===== config.mk =====
export PLATFORM = sky130hd
export DESIGN_NAME = tmr_evc
export DESIGN_NICKNAME = d
export VERILOG_FILES = /design/src/rtl/tmr_evc_pkg.sv /design/src/rtl/tmr_presc.sv /design/src/rtl/tmr_insync.sv /design/src/rtl/tmr_regs.sv /design/src/rtl/tmr_count.sv /design/src/rtl/tmr_evc.sv
export SDC_FILE = /design/constraint.sdc
export NUM_CORES = 1
export LEC_CHECK = 0
export BUFFER_PORTS_ARGS = -buffer_cell sky130_fd_sc_hd__buf_2
export CORE_UTILIZATION = 58
export CTS_BUF_LIST = sky130_fd_sc_hd__clkbuf_16
export CTS_CLUSTER_DIAMETER = 200
export DETAILED_ROUTE_END_ITERATION = 10
export PLACE_DENSITY_LB_ADDON = 0.1
export SYNTH_ARGS = -nofsm -noshare
export SYNTH_HDL_FRONTEND = slang
export SYNTH_SLANG_ARGS = --single-unit

===== constraint.sdc =====
create_clock -name clk -period 3.62 [get_ports clk]
set_clock_uncertainty 0.1 [all_clocks]
set_input_delay 0 -clock clk [delete_from_list [all_inputs] [get_ports clk]]
set_output_delay 0 -clock clk [all_outputs]
set_load 0.05 [all_outputs]

===== src/rtl/tmr_evc_pkg.sv =====
`timescale 1ns/1ps
// Package: shared mode encoding and control-word bit positions for the timer.
package tmr_evc_pkg;

    typedef enum logic [1:0] {
        MODE_IDLE = 2'b00,
        MODE_EVT  = 2'b01,
        MODE_TMR  = 2'b10,
        MODE_PWM  = 2'b11
    } tmr_mode_e;

    localparam int CTL_MODE_LO = 0;
    localparam int CTL_RUN     = 2;
    localparam int CTL_IE      = 3;
    localparam int CTL_FLAG    = 4;
    localparam int CTL_W       = 5;

endpackage


===== src/rtl/tmr_presc.sv =====
`timescale 1ns/1ps
// Module: tmr_presc
// Makes a one-cycle tick every DIV clocks, which serves as the internal count clock.
// Assumes DIV >= 1. The phase counter starts at zero on reset, so the first tick
// arrives in the DIV-th cycle after reset is released.
module tmr_presc #(
    parameter int DIV = 4
) (
    input  logic clk,
    input  logic rst_n,
    output logic tick
);
    localparam int PW = (DIV > 1) ? $clog2(DIV) : 1;

    logic [PW-1:0] phase;

    assign tick = (phase == PW'(DIV - 1));

    // Free-running phase counter that wraps at DIV-1.
    always_ff @(posedge clk) begin
        if (!rst_n) phase <= '0;
        else if (tick) phase <= '0;
        else phase <= phase + 1'b1;
    end

    generate
        if (DIV > 1) begin : g_gap
            // two ticks are never adjacent when the divider is above one
            a_r6_tick_gap: assert property (@(posedge clk) disable iff (!rst_n)
                tick |=> !tick);
        end
    endgenerate
endmodule


===== src/rtl/tmr_insync.sv =====
`timescale 1ns/1ps
// Module: tmr_insync
// Brings the asynchronous external input into the clock domain through two flops,
// then compares it with a third flop to give one-cycle rise and fall strobes.
// Assumes the pin is held stable for at least two clocks per level.
module tmr_insync (
    input  logic clk,
    input  logic rst_n,
    input  logic pin,
    output logic lvl,
    output logic rise,
    output logic fall
);
    logic meta, sync, prev;

    // Synchronizer chain plus history flop for edge detection.
    always_ff @(posedge clk) begin
        if (!rst_n) begin
            meta <= 1'b0;
            sync <= 1'b0;
            prev <= 1'b0;
        end else begin
            meta <= pin;
            sync <= meta;
            prev <= sync;
        end
    end

    assign lvl  = sync;
    assign rise = sync & ~prev;
    assign fall = ~sync & prev;

    // a detected rise reflects a pin value taken two edges earlier
    a_r7_rise_origin: assert property (@(posedge clk) disable iff (!rst_n)
        rise |-> $past(pin, 2));
endmodule


===== src/rtl/tmr_regs.sv =====
`timescale 1ns/1ps
// Module: tmr_regs
// Holds the reload value and the control fields: mode, run, interrupt enable and
// the sticky overflow flag. A software write to the control word has priority over
// the hardware stop request. An overflow sets the flag even if a write clears it
// in the same cycle.
module tmr_regs
    import tmr_evc_pkg::*;
#(
    parameter int CNT_W = 8
) (
    input  logic             clk,
    input  logic             rst_n,
    input  logic             wr_pre,
    input  logic             wr_ctl,
    input  logic [CNT_W-1:0] pre_wd,
    input  logic [CTL_W-1:0] ctl_wd,
    input  logic             ovf_set,
    input  logic             hw_stop,
    output logic [CNT_W-1:0] pre,
    output tmr_mode_e        mode,
    output logic             run,
    output logic             ie,
    output logic             flag
);
    // Reload register: written only by software.
    always_ff @(posedge clk) begin
        if (!rst_n) pre <= '0;
        else if (wr_pre) pre <= pre_wd;
    end

    // Mode, run and enable: a software write wins over the pulse-end stop.
    always_ff @(posedge clk) begin
        if (!rst_n) begin
            mode <= MODE_IDLE;
            run  <= 1'b0;
            ie   <= 1'b0;
        end else if (wr_ctl) begin
            mode <= tmr_mode_e'(ctl_wd[CTL_MODE_LO +: 2]);
            run  <= ctl_wd[CTL_RUN];
            ie   <= ctl_wd[CTL_IE];
        end else if (hw_stop) begin
            run  <= 1'b0;
        end
    end

    // Sticky flag: a write of 0 clears it, and an overflow sets it.
    always_ff @(posedge clk) begin
        if (!rst_n) flag <= 1'b0;
        else flag <= ovf_set | (wr_ctl ? (flag & ctl_wd[CTL_FLAG]) : flag);
    end

    // the pulse-end stop clears run when no control write competes
    a_r8_stop: assert property (@(posedge clk) disable iff (!rst_n)
        (hw_stop && !wr_ctl) |=> !run);
    // an overflow always leaves the flag set
    a_r11_set_wins: assert property (@(posedge clk) disable iff (!rst_n)
        ovf_set |=> flag);
endmodule


===== src/rtl/tmr_count.sv =====
`timescale 1ns/1ps
// Module: tmr_count
// The counter itself. It takes a direct load while stopped, or an increment that
// reloads from the preload value when the count is all ones. It flags the wrap both
// combinationally (for the flag) and as a registered one-cycle pulse.
// Assumes ld and inc are never high together (ld only while stopped).
module tmr_count #(
    parameter int CNT_W = 8
) (
    input  logic             clk,
    input  logic             rst_n,
    input  logic             inc,
    input  logic             ld,
    input  logic [CNT_W-1:0] ld_val,
    input  logic [CNT_W-1:0] pre,
    output logic [CNT_W-1:0] cnt,
    output logic             wrap,
    output logic             ovf_q
);
    assign wrap = inc & (&cnt);

    // Count register: direct load, reload on wrap, or step by one.
    always_ff @(posedge clk) begin
        if (!rst_n) cnt <= '0;
        else if (ld) cnt <= ld_val;
        else if (wrap) cnt <= pre;
        else if (inc) cnt <= cnt + 1'b1;
    end

    // Registered overflow strobe for wake-up logic.
    always_ff @(posedge clk) begin
        if (!rst_n) ovf_q <= 1'b0;
        else ovf_q <= wrap;
    end

    // a load while stopped lands in the counter
    a_r4_load: assert property (@(posedge clk) disable iff (!rst_n)
        ld |=> (cnt == $past(ld_val)));
    // without load or increment the count holds
    a_r5_hold: assert property (@(posedge clk) disable iff (!rst_n)
        (!ld && !inc) |=> $stable(cnt));
    // a non-wrapping increment adds exactly one
    a_r6_step: assert property (@(posedge clk) disable iff (!rst_n)
        (inc && !wrap && !ld) |=> (cnt == $past(cnt) + 1'b1));
    // a wrap reloads and pulses
    a_r9_wrap: assert property (@(posedge clk) disable iff (!rst_n)
        wrap |=> ((cnt == $past(pre)) && ovf_q));
endmodule


===== src/rtl/tmr_evc.sv =====
`timescale 1ns/1ps
// Module: tmr_evc (top)
// Timer / event counter with preload. The bus has two registers: address 0 holds
// the reload value on write and the live count on read, and address 1 holds the
// control word. The mode picks the count source: external edges, prescaled internal
// ticks, or internal ticks gated by the external level.
// Assumes CNT_W >= 5 (the control word fits the data bus) and evt_in is asynchronous.
module tmr_evc
    import tmr_evc_pkg::*;
#(
    parameter int CNT_W = 8,
    parameter int DIV   = 4
) (
    input  logic             clk,
    input  logic             rst_n,
    input  logic             bus_addr,
    input  logic             bus_wr,
    input  logic [CNT_W-1:0] bus_wdata,
    output logic [CNT_W-1:0] bus_rdata,
    input  logic             evt_in,
    output logic             ovf_pulse,
    output logic             irq
);
    localparam int PAD_W = CNT_W - CTL_W;

    logic             tick, lvl, rise, fall;
    logic             wr_pre, wr_ctl, inc, ld, hw_stop, wrap;
    logic [CNT_W-1:0] pre, cnt;
    tmr_mode_e        mode;
    logic             run, ie, flag;
    logic [CTL_W-1:0] ctl_word;

    tmr_presc #(.DIV(DIV)) u_presc (
        .clk  (clk),
        .rst_n(rst_n),
        .tick (tick)
    );

    tmr_insync u_sync (
        .clk  (clk),
        .rst_n(rst_n),
        .pin  (evt_in),
        .lvl  (lvl),
        .rise (rise),
        .fall (fall)
    );

    assign wr_pre = bus_wr & ~bus_addr;
    assign wr_ctl = bus_wr &  bus_addr;
    assign ld     = wr_pre & ~run;

    // Count-source selection by mode; nothing counts while stopped or idle.
    always_comb begin
        inc = 1'b0;
        if (run) begin
            unique case (mode)
                MODE_EVT: inc = rise;
                MODE_TMR: inc = tick;
                MODE_PWM: inc = tick & lvl;
                default:  inc = 1'b0;
            endcase
        end
    end

    assign hw_stop = run & (mode == MODE_PWM) & fall;

    tmr_regs #(.CNT_W(CNT_W)) u_regs (
        .clk    (clk),
        .rst_n  (rst_n),
        .wr_pre (wr_pre),
        .wr_ctl (wr_ctl),
        .pre_wd (bus_wdata),
        .ctl_wd (bus_wdata[CTL_W-1:0]),
        .ovf_set(wrap),
        .hw_stop(hw_stop),
        .pre    (pre),
        .mode   (mode),
        .run    (run),
        .ie     (ie),
        .flag   (flag)
    );

    tmr_count #(.CNT_W(CNT_W)) u_count (
        .clk   (clk),
        .rst_n (rst_n),
        .inc   (inc),
        .ld    (ld),
        .ld_val(bus_wdata),
        .pre   (pre),
        .cnt   (cnt),
        .wrap  (wrap),
        .ovf_q (ovf_pulse)
    );

    assign ctl_word  = {flag, ie, run, mode};
    assign bus_rdata = bus_addr ? {{PAD_W{1'b0}}, ctl_word} : cnt;
    assign irq       = flag & ie;

    // every overflow pulse coincides with a set flag
    a_r9_flag_with_pulse: assert property (@(posedge clk) disable iff (!rst_n)
        ovf_pulse |-> flag);
    // while stopped and not being written, the count does not move
    a_r5_stopped: assert property (@(posedge clk) disable iff (!rst_n)
        (!run && !bus_wr) |=> $stable(cnt));
endmodule


==> flow_results.org, run 1 <==
** Logic synthesis
- Synth Flop Type :: sky130_fd_sc_hd__dfxtp_1
- Averaged over all synthesized cells, the footprint is 8.24 sq um.
- Register bit count reported by yosys :: 27
- Counting every instance in the synthesized netlist gives 158.
- The synthesized netlist occupies a cell area of 1300 sq um.
- The share of the Yosys chip area taken by registers is 0.415.
- The netlist uses 35 different library cells.
- Biggest area contributors in the synthesized netlist :: sky130_fd_sc_hd__dfxtp_1, sky130_fd_sc_hd__nand2_1, sky130_fd_sc_hd__a21oi_1, sky130_fd_sc_hd__mux2_2, sky130_fd_sc_hd__nand3_1
- The commonest cells after synthesis are sky130_fd_sc_hd__nand2_1, sky130_fd_sc_hd__dfxtp_1, sky130_fd_sc_hd__a21oi_1.
- For this run, asynchronously set or reset flops after synthesis account for 0.
- Net Count, Synth :: 173
- The share of synthesized area in the top cell type comes to 0.415.
- Top cell type by total area after synthesis :: sky130_fd_sc_hd__dfxtp_1
- Counting flops with a built-in enable in the synthesized netlist gives 0.
- sky130_fd_sc_hd__nand2_1 is the most common cell in the netlist.
- During synthesis, Yosys emitted a total of 0 warnings.

** Critical path
- The cell family contributing the most delay on the critical path is simple AND/OR/NAND/NOR gates.
- CP Capture Type :: flip-flop
- The slowest stage of the critical path is the sky130_fd_sc_hd__dfxtp_1 cell.
- Traced cell by cell, the critical path runs through ha_1 > and4_4 > nand4_1 > mux2_2 > nand2_1 > a21oi_1.
- Critical Path AT :: 2.04 ns
- Data required time of the worst path :: about 3.6 ns
- STA classifies the critical path startpoint as a flip-flop.
- Crit path buffers/inverters :: 0
- CP peak stage delay :: 0.46 ns
- Of all nets on the critical path, the largest fanout is 8.
- By startpoint and endpoint, the worst setup path is classified as flip-flop to flip-flop.

** Min path
- The min-delay analysis places its worst path in the category input port to flip-flop.

** Route
- The detailed router finished its first iteration with 64 violations.
- Avg WL per Cell :: 15.6 microns
- In this run the top signal layer used is met4.
- After detailed routing, the number of vias per cell comes to 6.11.
- Routed met1 length :: between 1000 and 1500 microns
- For this run, design rule violations remaining after detail routing come to 0.
- DRT Pass-1 Iters :: 5
- The routed design uses 345 microns of met3 wire.
- Residual antenna-violating net count after detailed routing :: 0
- The final layout contains routed wiring with a total length of 3370 microns.
- Vias after detailed routing :: 1,320
- Wire segments on met2 add up to 1550 microns in the final route.

** Power
- P_leak :: 0.653 nW
- Worst-case vdd ir drop :: 0.332 mV
- Power, Total :: 0.664 mW
- Power per unit of standard cell area :: just over 400 nW/um^2

** Clock tree
- Largest buffer count on any clock path :: 2
- Buffers inserted to repair hold after CTS numbered 12.
- H-tree depth :: 1
- Counting every sink on the clock net gives 27.
- Post-CTS timing repair inserted 0 buffers for setup.
- Post-CTS repair changed the size of 0 cells.
- At the later pin of the worst-skew pair, clock insertion delay measures 0.26 ns.
- Master cell of the clock root buffer :: sky130_fd_sc_hd__clkbuf_16
- TritonCTS created 3 clock buffers.
- TritonCTS built the clock tree.
- After clock tree synthesis, the clock-pin slew on the worst setup and hold paths is 0.07 ns.

** Floorplanning
- Row count :: 16
- Boundary pin count :: 23
- Chip Height :: between 40 and 50 microns
- Die outline area :: 2440 sq um
- Initial Util :: 0.638
- Die W :: 49.4 microns
- In this run the standard cell core region covers 2040 sq um.

** Cells and area
- Count of antenna diodes in the layout :: 0
- Total of fill cells in the finished design :: 146
- Fraction of layout instances using a drive strength above 1 :: 0.190
- Excluding fillers, the count of instances in the completed layout stands at 216.
- Final cell utilization of the core :: 0.789
- Fin nets :: 205
- Synthesis-to-finish area growth :: 23.6%
- The finished cells cover 1610 sq um.

** Global routing
- The via count of the first global-routing pass is 1,153.
- Overflow after GRT :: 0
- Global Route Usage Sum :: 0.294
- The initial antenna violation count is 0.
- First-pass GRT wire length :: 5390 microns
- Largest net degree at the start of global routing :: 23

** Flow run
- Across the run, the number of max-cap violations was 0.

** Placed design
- Half-perimeter wire length after detailed placement :: ~2200 microns
- Once placement completed, the tool counted placed cells totaling 200.
- Pre-CTS WS :: 1.67 ns
- Once placement finished, the instance area stood at 1410 sq um.
- The count of buffers added on input and output ports is 22.
- Final estimated routing congestion in global placement :: 0.919

** Outcome
- Status :: finished, final reports clean

** STA
- Final sum of negative setup slack :: 0 ns
- Total setup violations reported at the end of the flow :: 0
- In the post-route analysis, the smallest setup slack over all paths is ~1.6 ns.
- Final slew viol count :: 0
- Final hold violation count :: 0
- Actual slew at the worst max-slew pin :: 0.695 ns
- Based on the critical path, the design can be clocked at up to 0.495 GHz.
- Fin crit share :: 0.558
- Relative slew margins :: 0.536
- Across all hold checks on the routed design, the worst slack comes to 0.0508 ns.
- Setup repair after global routing left no endpoint under its margin.
- Final worst path period need :: 2.02 ns
## cell type report
cell class	instances	area, sq um	share of cell area
multi-input cells	123	722	0.448
flip-flops and latches	27	541	0.336
inverters	1	3.75	0.00233
clock buffers	3	75.1	0.0466
clock inverters	1	5.00	0.00311
well taps	27	33.8	0.0210
repair buffers	34	230	0.143
## placed cells by master, fill, tap and decap left out, types with 2 or more instances in the layout
master	instances
sky130_fd_sc_hd__a21oi_1	19
sky130_fd_sc_hd__a2bb2oi_1	2
sky130_fd_sc_hd__a31oi_1	5
sky130_fd_sc_hd__and2_1	5
sky130_fd_sc_hd__buf_2	22
sky130_fd_sc_hd__clkbuf_16	3
sky130_fd_sc_hd__dfxtp_1	27
sky130_fd_sc_hd__dlygate4sd3_1	12
sky130_fd_sc_hd__ha_1	2
sky130_fd_sc_hd__mux2_2	6
sky130_fd_sc_hd__nand2_1	35
sky130_fd_sc_hd__nand2b_1	3
sky130_fd_sc_hd__nand3_1	13
sky130_fd_sc_hd__nor2_1	5
sky130_fd_sc_hd__nor2b_1	4
sky130_fd_sc_hd__o211ai_1	4
sky130_fd_sc_hd__o21ai_0	2
sky130_fd_sc_hd__xor2_1	2
## logic make-up (layout without fill, tap and decap cells)
| logic type | count (synthesis) | in the layout | share of synthesized area |
|---|---|---|---|
| AOI/OAI and AO/OA | 40 | 40 | 0.198 |
| and+or+nand+nor | 72 | 72 | 0.265 |
| DFF | 27 | 27 | 0.415 |
| xor gates and xnor gates | 3 | 3 | 0.0202 |
| muxes | 6 | 6 | 0.0519 |
| adders and majority gates | 2 | 2 | 0.0192 |
| buffers and inverters | 8 | 39 | 0.0307 |
## metal layers
metal / track usage / vias to the layer above
li1: - / 624
met3: 0.0592 / 13
met1: 0.384 / 596
met2: 0.477 / 87
met4: 0.105 / 0
met5: 0 / -
## worst paths after layout
check	from	endpoint	slack, ns	depth (start not counted)
hold reg to reg	u_presc.phase[0]	u_presc.phase[0]	0.34	1
setup / recovery	u_count.cnt[0]	u_count.cnt[1]	1.60	6
setup reg to reg	u_count.cnt[0]	u_count.cnt[1]	1.60	6
hold / removal	bus_addr	u_regs.ie	0.05	3
## worst reg2reg max path, cell delays in order (launching register included)
cell	delay, ns
sky130_fd_sc_hd__dfxtp_1	0.46
sky130_fd_sc_hd__ha_1	0.31
sky130_fd_sc_hd__and4_4	0.28
sky130_fd_sc_hd__nand4_1	0.25
sky130_fd_sc_hd__mux2_2	0.35
sky130_fd_sc_hd__nand2_1	0.07
sky130_fd_sc_hd__a21oi_1	0.06
## state kept, by name, summed over array words and instances, names as in the netlist
register	count
u_regs.mode	2
u_regs.pre	8
u_count.cnt	8
u_regs.run	1
u_count.ovf_q	1
u_regs.flag	1
u_presc.phase	2
u_sync.prev	1
u_regs.ie	1
u_sync.meta	1
u_sync.lvl	1
## where the power goes
group	internal (mW)	switching, mW	leakage [nW]	total (mW)
logic	0.0350	0.0487	0.391	0.0837
clock network	0.149	0.105	0.0409	0.254
registers	0.311	0.0141	0.221	0.326
total	0.496	0.168	0.653	0.664
(Power assumes the default switching activity.)
==> inputs of run 2 (changes only) <==
CORE_UTILIZATION = 54   (was 58)
clock period = 2.1 ns   (was 3.62 ns; I/O delays follow)
==> run 2 against run 1 <==
Compared with the run above: sequential power increased by 71%; clock power increased by 70%; critical endpoint is now u_count.cnt[5]; sequential share of layout area decreased by 0.81 points; die area increased by 7.1%; critical path depth unchanged; largest power group unchanged; first-iteration DRC count decreased by 30%; critical path type unchanged; sequential cell count unchanged; routed wire length increased by 1.0%; via count decreased by 1.7%; design area increased by 2.5%; combinational power increased by 84%.
==> flow_results.org, run 2 (same netlist as run 1, synthesis figures left out) <==
** Outcome
- Status: finished, final reports clean (unchanged).

** Power
- Power, Total :: 1.14 mW (was 0.664 mW)
- P_leak :: 0.677 nW (was 0.653 nW)
- The worst supply voltage drop on vdd came to 0.636 mV (was 0.332 mV).
- Relative contribution of the clock network to total power :: 0.377 (was 0.383)
- Net switching fraction of the power :: 0.250 (was 0.253)
- Switching power total :: 0.285 mW (was 0.168 mW)
- Internal power summed over all cells :: 0.859 mW (was 0.496 mW)
- The proportion of power drawn by flip-flops and latches is 0.488 (was 0.491).
- The cell area power density is 693 nW/um^2 (was 412 nW/um^2).
- Logic gate share of total power :: 0.135 (was 0.126)

** Placed design
- Pre-CTS WS :: 0.151 ns (was 1.67 ns)
- The HPWL reported at the end of detailed placement was 2330 microns (was 2160 microns).
- The final estimated routing congestion in global placement is 0.964 (was 0.919).
- The area of placed instances is 1450 sq um (was 1410 sq um).
- The number of input and output port buffers inserted is 22 (unchanged).
- The cell total after placement is 206 (was 200).

** Cells and area
- The final non-filler cell area is 1650 sq um (was 1610 sq um).
- Fraction of layout instances using a drive strength above 1 :: 0.211 (was 0.190)
- Synthesis-to-finish area growth :: 26.7% (was 23.6%)
- Most common cell after layout, fill and taps aside :: sky130_fd_sc_hd__nand2_1 (unchanged)
- Count of antenna diodes in the layout :: 0 (unchanged)
- Regs by FF count :: u_count.cnt: 8 flops, u_regs.pre: 8 flops (unchanged)
- Fin nets :: 210 (was 205)
- The final core area utilization is 0.739 (was 0.789).
- Top library cells by usage in the layout, fill and taps aside :: sky130_fd_sc_hd__nand2_1, sky130_fd_sc_hd__dfxtp_1, sky130_fd_sc_hd__buf_2 (unchanged)
- The non-filler instance count after layout was 222 (was 216).

** Flow run
- The number of max-capacitance violations reported came to 0 (unchanged).

** Global routing
- The total congestion overflow after global routing is 0 (unchanged).
- First-pass GRT wire length :: 5490 microns (was 5390 microns)
- The via count of the first global-routing pass is 1,161 (was 1,153).
- Global Route Usage Sum :: 0.287 (was 0.294)
- The largest net degree at the start of global routing came to 23 (unchanged).
- Initial antenna violation count :: 0 (unchanged)

** Critical path
- The worst reg-to-reg setup slack was 0.13 ns (was 1.60 ns).
- The required time of the critical path came to 2.19 ns (was 3.64 ns).
- Crit-path max FO :: 7 (was 8)
- The startpoint-to-endpoint class of the critical path was flip-flop to flip-flop (unchanged).
- CP Capture Type :: flip-flop (unchanged)
- Critical-path cell with the highest stage delay :: sky130_fd_sc_hd__dfxtp_1 (unchanged)
- Number of cells traversed by the worst register-to-register path :: 6 (unchanged)
- CP peak stage delay :: 0.45 ns (was 0.46 ns)
- The beginning of the worst register-to-register path is u_count.cnt[1] (was u_count.cnt[0]).
- The family with the most delay on the worst path was simple AND/OR/NAND/NOR gates (unchanged).
- Ordered cell list for the critical path: ha_2 > and4_4 > and4_1 > nand3_1 > a32o_1 > a21oi_2 (was ha_1 > and4_4 > nand4_1 > mux2_2 > nand2_1 > a21oi_1).
- The capturing point of the worst reg2reg path is u_count.cnt[5] (was u_count.cnt[1]).
- Critical Path AT :: 2.06 ns (was 2.04 ns)
- The critical path startpoint category is a flip-flop (unchanged).
- The buffers plus inverters on the worst setup path was 0 (unchanged).

** Route
- The DRC violation total after the first TritonRoute iteration was 45 (was 64).
- The detailed-route wire length per cell was 15.3 microns (was 15.6 microns).
- The final routed DRC violation total is 0 (unchanged).
- DRT Pass-1 Iters :: 4 (was 5)
- Residual antenna-violating net count after detailed routing :: 0 (unchanged)
- Overall routed net length :: 3410 microns (was 3370 microns)
- Post-detailed-route via-to-cell ratio :: 5.84 (was 6.11)
- The total number of vias came to 1,297 (was 1,320).

** Min path
- Hold Path End :: u_regs.mode[0] (was u_regs.ie)
- The worst hold path class was input port to flip-flop (unchanged).
- Worst Hold Depth :: 3 (unchanged)
- Worst hold path startpoint :: bus_addr (unchanged)

** Floorplanning
- The overall die width is 51.1 microns (was 49.4 microns).
- The total I/O pin count was 23 (unchanged).
- The area of the placeable core came to 2230 sq um (was 2040 sq um).
- The number of cell rows was 17 (was 16).
- The height of the die came to 51.1 microns (was 49.4 microns).
- Die outline area :: 2610 sq um (was 2440 sq um)
- The initial core utilization came to 0.583 (was 0.638).

** STA
- The final-report max-slew violation count came to 0 (unchanged).
- The remaining max-slew budget at the tightest pin came to 0.533 (was 0.536).
- Final worst path period need :: 1.97 ns (was 2.02 ns)
- The period utilization is 0.938 (was 0.558).
- Final sum of negative setup slack :: 0 ns (unchanged)
- Final hold slack :: 0.0602 ns (was 0.0508 ns)
- The total count of hold-check failures in the final report is 0 (unchanged).
- Unrepaired setup endpoints after global routing: no (unchanged).
- Actual slew at the worst max-slew pin :: 0.700 ns (was 0.695 ns)
- Total setup violations reported at the end of the flow :: 0 (unchanged)
- Worst-case setup margin in the final layout :: 0.130 ns (was 1.60 ns)
- The maximum achievable frequency came to 0.508 GHz (was 0.495 GHz).

** Clock tree
- Largest buffer count on any clock path :: 2 (unchanged)
- Worst-Skew Late Latency :: 0.26 ns (about the same)
- CTS tree :: done (unchanged)
- CTS sink count :: 27 (unchanged)
- The root buffer cell is sky130_fd_sc_hd__clkbuf_16 (unchanged).
- The post-CTS setup buffer count was 0 (unchanged).
- H-tree depth :: 1 (unchanged)
- CTS buffer count :: 3 (unchanged)
- The clock input transition at the sequential cells of the worst setup and hold paths came to 0.07 ns (about the same).
[run 2: what timing repair did]
| action | 4_1_cts | 5_1_grt |
|---|---|---|
| gates resized for setup | 0 | 1 |
| setup endpoints to repair | 0 | 1 |
| endpoints found under the hold margin | 22 | 0 |
| hold buffers | 12 | 0 |
[run 2: per-layer routing]
metal  GRT usage  wire length [microns]  vias to the layer above
li1            -                      -                      631
met1       0.387                   1430                      590
met2       0.458                   1640                       68
met3      0.0536                    275                        8
met4      0.0972                     61                        0
met5           0                      0                        -
[run 2: worst min-delay path: stages]
cell and delay [ns]:
sky130_fd_sc_hd__buf_2 0.20, sky130_fd_sc_hd__nand3_1 0.12, sky130_fd_sc_hd__a21oi_1 0.05
[run 2: layout make-up]
cell class	instances	area [sq um]
clock inverter	1	3.75
tap	28	35.0
timing repair buffer	39	268
multi-input combinational	123	724
sequential	27	541
clock buffer	3	75.1
fill	200	583
inverter	1	3.75
[run 2: power groups by stage]
stage	Sequential, mW	Combinational (mW)	Clock, mW
2_1_floorplan	0.564	0.0886	0
3_3_place_gp	0.568	0.132	0
3_5_place_dp	0.569	0.135	0
4_1_cts	0.558	0.152	0.437
5_1_grt	0.561	0.165	0.460
6_report	0.559	0.154	0.432
[run 2: worst max-delay path by stage]
stage,startpoint,to,slack (ns),cells past startpoint
2_1_floorplan,u_count.cnt[0],u_count.cnt[1],0.35,6
3_3_place_gp,u_count.cnt[1],u_count.cnt[1],0.22,6
3_5_place_dp,u_count.cnt[1],u_count.cnt[1],0.15,6
4_1_cts,u_count.cnt[1],u_count.cnt[1],0.14,6
5_1_grt,u_count.cnt[1],u_count.cnt[1],0.02,6
6_report,u_count.cnt[1],u_count.cnt[5],0.13,6
==> inputs of run 3 (changes only) <==
CELL_PAD_IN_SITES_DETAIL_PLACEMENT = 1   (was not set)
CELL_PAD_IN_SITES_GLOBAL_PLACEMENT = 1   (was not set)
CORE_UTILIZATION = 40   (was 54)
==> run 3 against run 2 <==
Compared with the run above: sequential cell count is the same; routed wire length grew 13%; cell count grew 6.8%; combinational power is essentially flat; design area grew 1.2%; worst setup slack lost 0.018 ns; global-route usage shrank 3.2 points; clock power is essentially flat; via count shrank 0.77%; maximum frequency shrank 0.90%; sequential power is essentially flat; count of clock-buffer cells in the layout is the same; largest power group unchanged.
==> flow_results.org, run 3 (same netlist as run 1, synthesis figures left out) <==
** Outcome
- Status: finished, final reports clean (unchanged).

** Route
- The detailed-route wire length per cell was 16.2 microns (was 15.3 microns).
- The post-route antenna net violation count is 0 (unchanged).
- The number of optimization iterations in the first detailed-route pass is 4 (unchanged).
- The total number of vias is 1,287 (was 1,297).
- The final routed DRC violation total is 0 (unchanged).
- Initial drt markers :: 33 (was 45)
- Overall routed net length :: 3840 microns (was 3410 microns)
- The via-per-instance ratio came to 5.43 (was 5.84).

** Min path
- Hold Path End :: u_regs.mode[0] (unchanged)
- Worst Hold Depth :: 3 (unchanged)
- The origin of the worst min-delay path is bus_addr (unchanged).
- The worst hold path class was input port to flip-flop (unchanged).

** Global routing
- The largest net degree at the start of global routing is 23 (unchanged).
- The via count of the first global-routing pass is 1,312 (was 1,161).
- First-pass GRT wire length :: 6420 microns (was 5490 microns)
- The total global routing track utilization is 0.256 (was 0.287).
- The total congestion overflow after global routing was 0 (unchanged).
- Initial antenna violation count :: 0 (unchanged)

** Cells and area
- Fin nets :: 209 (was 210)
- Fraction of layout instances using a drive strength above 1 :: 0.212 (was 0.211)
- The antenna diode count came to 0 (unchanged).
- Top library cells by usage in the layout, fill and taps aside: sky130_fd_sc_hd__nand2_1, sky130_fd_sc_hd__dfxtp_1, sky130_fd_sc_hd__buf_2 (unchanged).
- Regs by FF count :: u_count.cnt: 8 flops, u_regs.pre: 8 flops (unchanged)
- Most common cell after layout, fill and taps aside :: sky130_fd_sc_hd__nand2_1 (unchanged)
- The number of fill cells came to 398 (was 200).
- The non-filler instance count after layout is 237 (was 222).
- The area growth from synthesis to final layout is 28.2% (was 26.7%).

** Clock tree
- CTS buffer count :: 3 (unchanged)
- The clock input transition at the sequential cells of the worst setup and hold paths was 0.07 ns (about the same).
- Worst-Skew Late Latency :: 0.26 ns (about the same)
- The number of clock sinks is 27 (unchanged).
- The root buffer cell was sky130_fd_sc_hd__clkbuf_16 (unchanged).
- H-tree depth :: 1 (unchanged)
- CTS tree :: done (unchanged)
- The maximum root-to-sink buffer count is 2 (unchanged).

** Critical path
- Worst reg2reg startpoint :: u_count.cnt[1] (unchanged)
- The worst reg-to-reg setup slack was 0.11 ns (was 0.13 ns).
- The capturing point of the worst reg2reg path is u_count.cnt[5] (unchanged).
- The critical path startpoint category is a flip-flop (unchanged).
- Type of the worst setup path :: flip-flop to flip-flop (unchanged)
- The worst-path maximum fanout is 7 (unchanged).
- The depth of the most critical reg-to-reg path was 6 (unchanged).
- CP Capture Type :: flip-flop (unchanged)
- Data required time of the worst path :: 2.19 ns (about the same)
- The data arrival time at the worst-slack endpoint was 2.07 ns (was 2.06 ns).

** STA
- Final hold violation count :: 0 (unchanged)
- The worst hold-check slack is 0.0631 ns (was 0.0602 ns).
- Fin crit share :: 0.947 (was 0.938)
- The setup TNS was 0 ns (unchanged).
- The maximum achievable frequency came to 0.503 GHz (was 0.508 GHz).
- Relative slew margins :: 0.519 (was 0.533)
- Unrepaired setup endpoints after global routing: no (unchanged).
- Final worst path period need :: 1.99 ns (was 1.97 ns)
- Final slew viol count :: 0 (unchanged)
- The measured slew at the worst slew-check pin was 0.720 ns (was 0.700 ns).
- The total setup violations reported at the end of the flow came to 0 (unchanged).

** Placed design
- Final estimated routing congestion in global placement :: 0.876 (was 0.964)
- The number of input and output port buffers inserted came to 22 (unchanged).
- Count of placed standard cells including taps :: 219 (was 206)
- Half-perimeter wire length after detailed placement :: 2690 microns (was 2330 microns)

** Flow run
- The number of max-capacitance violations reported was 0 (unchanged).

** Floorplanning
- Area inside the core boundary :: 3080 sq um (was 2230 sq um)
- The overall die width is 59.1 microns (was 51.1 microns).
- The height of the die was 59.1 microns (was 51.1 microns).
- The initial core utilization came to 0.423 (was 0.583).
- The total I/O pin count came to 23 (unchanged).
- The number of cell rows came to 20 (was 17).
- The floorplan die area is 3490 sq um (was 2610 sq um).

** Power
- The leakage power summed over all cells came to 0.669 nW (was 0.677 nW).
- The cell area power density was 687 nW/um^2 (was 693 nW/um^2).
- The worst supply voltage drop on vdd came to 0.501 mV (was 0.636 mV).
==> run 3: final cells by class <==
class                           count  area [sq um]  share of cell area
Inverter                            1          3.75             0.00225
Tap cell                           44          55.1              0.0330
Sequential cell                    27           542               0.324
Clock buffer                        3          75.1              0.0449
Clock inverter                      1          7.51             0.00449
Multi-Input combinational cell    123           724               0.434
Timing Repair Buffer               38           263               0.157
==> run 3: metal layers <==
metal,GRT usage,up-vias,share of wire
li1,-,634,-
met1,0.293,631,0.44
met2,0.472,20,0.53
met3,0.0459,2,0.021
met4,0.0884,0,0.0078
met5,0,-,0
==> run 3: timing repair <==
item | 4_1_cts | 5_1_grt
setup buffers | 0 | 1
gates resized for setup | 0 | 2
endpoints found under the setup margin | 0 | 7
hold endpoints to repair | 20 | 0
hold buffers | 13 | 0
==> run 3: stage by stage <==
| step | setup slack, ns | cell area (sq um) | util | total power [mW] |
|---|---|---|---|---|
| floorplan | 0.346 | 1300 | - | 0.653 |
| global placement | 0.155 | 1450 | 0.470 | 0.699 |
| detailed placement | 0.0872 | 1450 | 0.470 | 0.704 |
| CTS | 0.0298 | 1660 | 0.539 | 1.16 |
| global route | 0.00284 | 1670 | 0.543 | 1.20 |
| finish | 0.112 | 1670 | 0.543 | 1.15 |
==> run 3: how the worst max path moves through the flow <==
stage               cells after the start  slack [ns]           start              to
CTS                                     7        0.03          bus_wr  u_count.cnt[1]
global route                            6       0.003  u_count.cnt[1]  u_count.cnt[5]
floorplan                               6        0.35  u_count.cnt[0]  u_count.cnt[1]
finish                                  6        0.11  u_count.cnt[1]  u_count.cnt[5]
global placement                        6        0.15  u_count.cnt[0]  u_count.cnt[1]
detailed placement                      6        0.09  u_count.cnt[0]  u_count.cnt[5]
==> run 3: where the power goes <==
group / internal (mW) / switching (mW) / total (mW)
Sequential: 0.537 / 0.0245 / 0.562
Clock: 0.259 / 0.177 / 0.435
Combinational: 0.0641 / 0.0866 / 0.151
==> run 3: critical path, stage by stage, from the launching register on <==
cell,delay (ns)
sky130_fd_sc_hd__dfxtp_1,0.43
sky130_fd_sc_hd__ha_1,0.30
sky130_fd_sc_hd__and4_4,0.28
sky130_fd_sc_hd__and4_1,0.24
sky130_fd_sc_hd__nand3_1,0.15
sky130_fd_sc_hd__a32o_1,0.30
sky130_fd_sc_hd__a21oi_2,0.11
